===== src/rtl/evict_pkg.sv =====
package evict_pkg;
  typedef enum logic [1:0] {
    ST_IDLE  = 2'd0,
    ST_WAIT  = 2'd1,
    ST_DRAIN = 2'd2
  } evict_state_t;
endpackage


===== src/rtl/evict_store.sv =====
module evict_store #(
  parameter int WORD_W = 32,
  parameter int WORDS  = 4,
  parameter int TAG_W  = 25,
  localparam int IDX_W = $clog2(WORDS)
) (
  input  logic                      clk,
  input  logic                      we,
  input  logic [WORD_W*WORDS-1:0]   line_in,
  input  logic [TAG_W-1:0]          tag_in,
  input  logic [IDX_W-1:0]          rd_idx,
  output logic [WORD_W-1:0]         rd_word,
  output logic [TAG_W-1:0]          tag_q
);
  logic [WORD_W-1:0] words_q [WORDS];

  for (genvar g = 0; g < WORDS; g++) begin : g_word
    always_ff @(posedge clk) begin
      if (we) words_q[g] <= line_in[g*WORD_W +: WORD_W];
    end
  end

  always_ff @(posedge clk) begin
    if (we) tag_q <= tag_in;
  end

  assign rd_word = words_q[rd_idx];
endmodule


===== src/rtl/evict_seq.sv =====
module evict_seq
  import evict_pkg::*;
#(
  parameter int WORDS  = 4,
  localparam int IDX_W = $clog2(WORDS)
) (
  input  logic             clk,
  input  logic             rst,
  input  logic             ld_valid,
  input  logic [IDX_W-1:0] ld_start,
  input  logic             fill_active,
  input  logic             mem_ready,
  output logic             take,
  output logic             busy,
  output logic             mem_valid,
  output logic [IDX_W-1:0] idx
);
  evict_state_t     state_q;
  logic [IDX_W-1:0] start_q;
  logic [IDX_W-1:0] cnt_q;
  logic             beat;
  logic             last;

  assign take = ld_valid && (state_q == ST_IDLE);
  assign beat = (state_q == ST_DRAIN) && mem_ready;
  assign last = (cnt_q == IDX_W'(WORDS - 1));
  assign idx  = start_q + cnt_q;

  always_ff @(posedge clk) begin
    if (rst) begin
      state_q   <= ST_IDLE;
      start_q   <= '0;
      cnt_q     <= '0;
      busy      <= 1'b0;
      mem_valid <= 1'b0;
    end else begin
      unique case (state_q)
        ST_IDLE: begin
          if (take) begin
            state_q <= ST_WAIT;
            start_q <= ld_start;
            cnt_q   <= '0;
            busy    <= 1'b1;
          end
        end
        ST_WAIT: begin
          if (!fill_active) begin
            state_q   <= ST_DRAIN;
            mem_valid <= 1'b1;
          end
        end
        ST_DRAIN: begin
          if (beat) begin
            if (last) begin
              state_q   <= ST_IDLE;
              busy      <= 1'b0;
              mem_valid <= 1'b0;
            end else begin
              cnt_q <= cnt_q + 1'b1;
            end
          end
        end
        default: state_q <= ST_IDLE;
      endcase
    end
  end
endmodule


===== src/rtl/evict_line_buffer.sv =====
module evict_line_buffer #(
  parameter int ADDR_W  = 32,
  parameter int WORD_W  = 32,
  parameter int WORDS   = 4,
  parameter int ZERO_HI = 3,
  localparam int IDX_W  = $clog2(WORDS),
  localparam int BOFF   = $clog2(WORD_W / 8),
  localparam int LINE_W = ADDR_W - IDX_W - BOFF,
  localparam int TAG_W  = LINE_W - ZERO_HI
) (
  input  logic                    clk,
  input  logic                    rst,
  input  logic                    ld_valid,
  output logic                    ld_ready,
  input  logic [ADDR_W-1:0]       ld_addr,
  input  logic [WORD_W*WORDS-1:0] ld_line,
  input  logic                    fill_active,
  output logic                    mem_valid,
  input  logic                    mem_ready,
  output logic [ADDR_W-1:0]       mem_addr,
  output logic [WORD_W-1:0]       mem_data,
  output logic                    busy,
  output logic                    empty
);
  logic             take;
  logic [IDX_W-1:0] idx;
  logic [TAG_W-1:0] tag_q;

  evict_seq #(.WORDS(WORDS)) u_seq (
    .clk         (clk),
    .rst         (rst),
    .ld_valid    (ld_valid),
    .ld_start    (ld_addr[BOFF +: IDX_W]),
    .fill_active (fill_active),
    .mem_ready   (mem_ready),
    .take        (take),
    .busy        (busy),
    .mem_valid   (mem_valid),
    .idx         (idx)
  );

  evict_store #(.WORD_W(WORD_W), .WORDS(WORDS), .TAG_W(TAG_W)) u_store (
    .clk     (clk),
    .we      (take),
    .line_in (ld_line),
    .tag_in  (ld_addr[BOFF + IDX_W +: TAG_W]),
    .rd_idx  (idx),
    .rd_word (mem_data),
    .tag_q   (tag_q)
  );

  assign mem_addr = {{ZERO_HI{1'b0}}, tag_q, idx, {BOFF{1'b0}}};
  assign ld_ready = !busy;
  assign empty    = !busy;
endmodule


===== config.mk =====
export PLATFORM = sky130hd
export DESIGN_NAME = evict_line_buffer
export DESIGN_NICKNAME = d
export VERILOG_FILES = /design/src/rtl/evict_pkg.sv /design/src/rtl/evict_store.sv /design/src/rtl/evict_seq.sv /design/src/rtl/evict_line_buffer.sv
export SDC_FILE = /design/constraint.sdc
export NUM_CORES = 1
export LEC_CHECK = 0
export ABC_AREA = 1
export CORE_MARGIN = 2
export CORE_UTILIZATION = 45
export DETAILED_ROUTE_END_ITERATION = 10
export HOLD_SLACK_MARGIN = 0.05
export PLACE_DENSITY = 0.8
export SLEW_MARGIN = 10
export SYNTH_ARGS = -nofsm -noshare
export SYNTH_HDL_FRONTEND = slang
export SYNTH_SLANG_ARGS = --single-unit

===== constraint.sdc =====
create_clock -name clk -period 13.4 [get_ports clk]
set_input_delay 3.35 -clock clk [delete_from_list [all_inputs] [get_ports clk]]
set_output_delay 3.35 -clock clk [all_outputs]
set_load 0.05 [all_outputs]

==> out/metrics.yaml <==
outcome:
  status: "complete, no violations"
timing:
  worst_pin_slew_ps: 1130
  final.setup.tns_ps: 0
  relSlewSlack_pct: 25.0
  fin_ws_ps: 6820
  post-route-period-util_pct: 49.1
  drv_slew: 0
  finalSetupViolCount: 0
  skew_ps: 12.2
  hold_violations: 0
  max_freq_ghz: 0.152
  period_minus_slack_ps: 6580
  rsz0062_at_grt: "no"
route:
  final_antenna_net_count: 0
  vias_per_cell: 4.83
  wl_microns: 15000
  dr.pass1.iters: 4
  drtIter0Drc: 380
  post-route-drc-count: 0
  wl_per_cell_microns: 15.9
  vias: 4541
synth:
  synth_top_cell_by_area: "edfxtp_1"
  ys.flop_type: "edfxtp_1"
  synthCells: 531
  netlist.area_leader.share_pct: 71.1
  synth.most_common_cell: "edfxtp_1"
  yosysWarnings: 0
  synthesis.area_sq_um: 6470
  synth_area_leaders: "edfxtp_1 71%, nand2_1 7.4%, o21ai_0 4.9%, inv_1 4.4%, nand3_1 2.7%"
  async_reset_ff_share_pct: 0
  synth_top_cells_by_count: "153 x edfxtp_1, 128 x nand2_1, 76 x inv_1"
  ys_types: 24
  ys_seq_elements: 161
  avgSynthCellArea_sq_um: 12.2
  yosysSeqAreaShare_pct: 73.5
  synth_edf_count: 153
clock_network:
  ctsResizeCount: 0
  cts.sinks: 161
  clk_root_buffer_cell: "clkbuf_16"
  cts_buffer_depth: 2
  cts_hold_buf: 0
  cts_tree: "done"
  clk_latency_ps: 420
  postCtsSetupRepairBufs: 0
  clkTransAtPathRegs_ps: 60
  htree_levels: 4
  cts_buffers: 17
setup_path:
  r2r-end: "u_store.words_q[3][22]$_DFFE_PP_"
  criticalPathCategory: "register to output pin"
  cp_max_fo: 129
  worstPathArrival_ps: 3230
  rr_startpoint: "u_seq.state_q[0]$_SDFFE_PP0P_"
  cp-start-kind: "register"
  ff2ff_path_depth: 4
  end_kind: "output pin"
  cp.required_ps: 10050
  reg2reg_slack_ps: 10740
hold_path:
  whs_endpoint: "u_seq.mem_valid$_SDFFE_PP0P_"
  holdPathStages: 2
  hold_class: "register to register"
  min-delay-start: "u_seq.mem_valid$_SDFFE_PP0P_"
die:
  pin_count: 233
  initial_core_util_pct: 46.4
  die_area_sq_um: 15300
  die_width_microns: 124
  die_y_microns: 124
  core_area_sq_um: 13900
  num_rows: 43
placed_design:
  io_buffer_count: 222
  gp_congestion: 0.747
  place_ws_ps: 7240
  place_inst: 909
  place_hpwl_microns: 9870
cells_and_area:
  fin_util_pct: 67.2
  drive_above_1_share_pct: 6.18
  fillers: 990
  syn2layout_area_growth_pct: 44.7
  antennaDiodeCount: 0
  finish.cell_count_without_fillers: 940
  layout.nets: 915
global_route:
  grt_pass1_wl_microns: 21900
  grt_pass1_vias: 4511
  grt_antenna_before_repair: 0
  grt_max_degree: 130
  grt_overflow: 0
  track_usage_pct: 19.5
power:
  power.density_nw_per_um2: 158
  total_power_mw: 1.48
  max-vdd-ir-drop_mv: 0.0930
  p_leak_nw: 3.64
flow_run:
  drv_cap: 0
[cells in the final DEF (no fill, tap or decap)]
cell             Yosys  routed
nand3_4              1       1
o21ai_1              3       3
buf_4                8       1
edfxtp_1           153     153
nor2_1              10      10
nand3b_1             1       1
clkbuf_16            0      17
bufinv_16            0       4
clkdlybuf4s50_1      0     222
nand3_1             35      35
ha_1                 2       1
nand4_1              1       1
inv_6                0       2
clkinv_4             0       3
inv_1               76      75
clkbuf_1             3       1
nand2_4              2       2
nand3_2              1       1
conb_1               1       5
clkinv_1             0       1
clkinvlp_4           0       3
clkinv_2             0       1
dfxtp_1              8       8
o21ai_0             63      63
nand2_1            128     128
ha_4                 0       1
a21oi_1              6       6
nand2_2             11      11
[stage by stage]
stage,instance area [sq um],hold slack (ps)
CTS,9360,478
finish,9360,475
global placement,8740,449
global route,9360,513
floorplan,6480,459
detailed placement,8740,469
[registers in the layout (all words and copies together), names as in the netlist]
signal,flops
u_seq.state_q,2
u_store.tag_q,25
u_seq.start_q,2
u_seq.busy,1
u_store.words_q,128
u_seq.mem_valid,1
u_seq.cnt_q,2
[where the power goes]
group,leakage [nW],switching [mW],internal [mW]
registers,1.53,0.0104,0.596
clock network,0.290,0.193,0.311
logic,1.82,0.237,0.129
[how the worst max path moves through the flow]
| stage | start | endpoint | slack [ps] |
|---|---|---|---|
| after floorplan | ld_valid | u_store.tag_q[0]$_DFFE_PP_ | 6400 |
| after detailed placement | u_seq.cnt_q[0]$_SDFFE_PP0P_ | mem_data[27] | 7240 |
| after CTS | u_seq.cnt_q[0]$_SDFFE_PP0P_ | mem_data[27] | 6780 |
| final | u_seq.cnt_q[0]$_SDFFE_PP0P_ | mem_data[27] | 6820 |
| after global routing | u_seq.cnt_q[0]$_SDFFE_PP0P_ | mem_data[27] | 6510 |
| after global placement | u_seq.cnt_q[0]$_SDFFE_PP0P_ | mem_data[27] | 7310 |
[cell families after synthesis]
| family | synth area share [%] |
|---|---|
| simple gates | 12.8 |
| flops | 73.5 |
| buf+inv | 7.68 |
| compound gates | 5.57 |
| fa+ha+maj | 0.387 |
| other cells | 0.0580 |
[worst max-delay path: stages, from the launching register on]
cell             delay [ps]
dfxtp_1                 360
ha_4                    980
nand2_1                 120
o21ai_1                 220
nand2_1                  90
nand2_1                 100
clkdlybuf4s50_1         830
[area by class of cell]
class	count	area (sq um)	area share, %
Clock buffer	18	429	4.59
Clock inverter	13	186	1.99
Inverter	76	290	3.10
Multi-Input combinational cell	269	1240	13.3
Sequential cell	161	4750	50.8
Tap cell	180	225	2.41
Timing Repair Buffer	223	2230	23.8
[metal layers]
layer	part of all wire, %	vias up	global-route usage, %	wire, microns
li1	-	2198	-	-
met1	37	2140	20.0	5530
met2	51	187	34.4	7670
met3	10	16	9.34	1560
met4	1.5	0	7.53	229
met5	0	-	0	0
(Power assumes the default switching activity.)
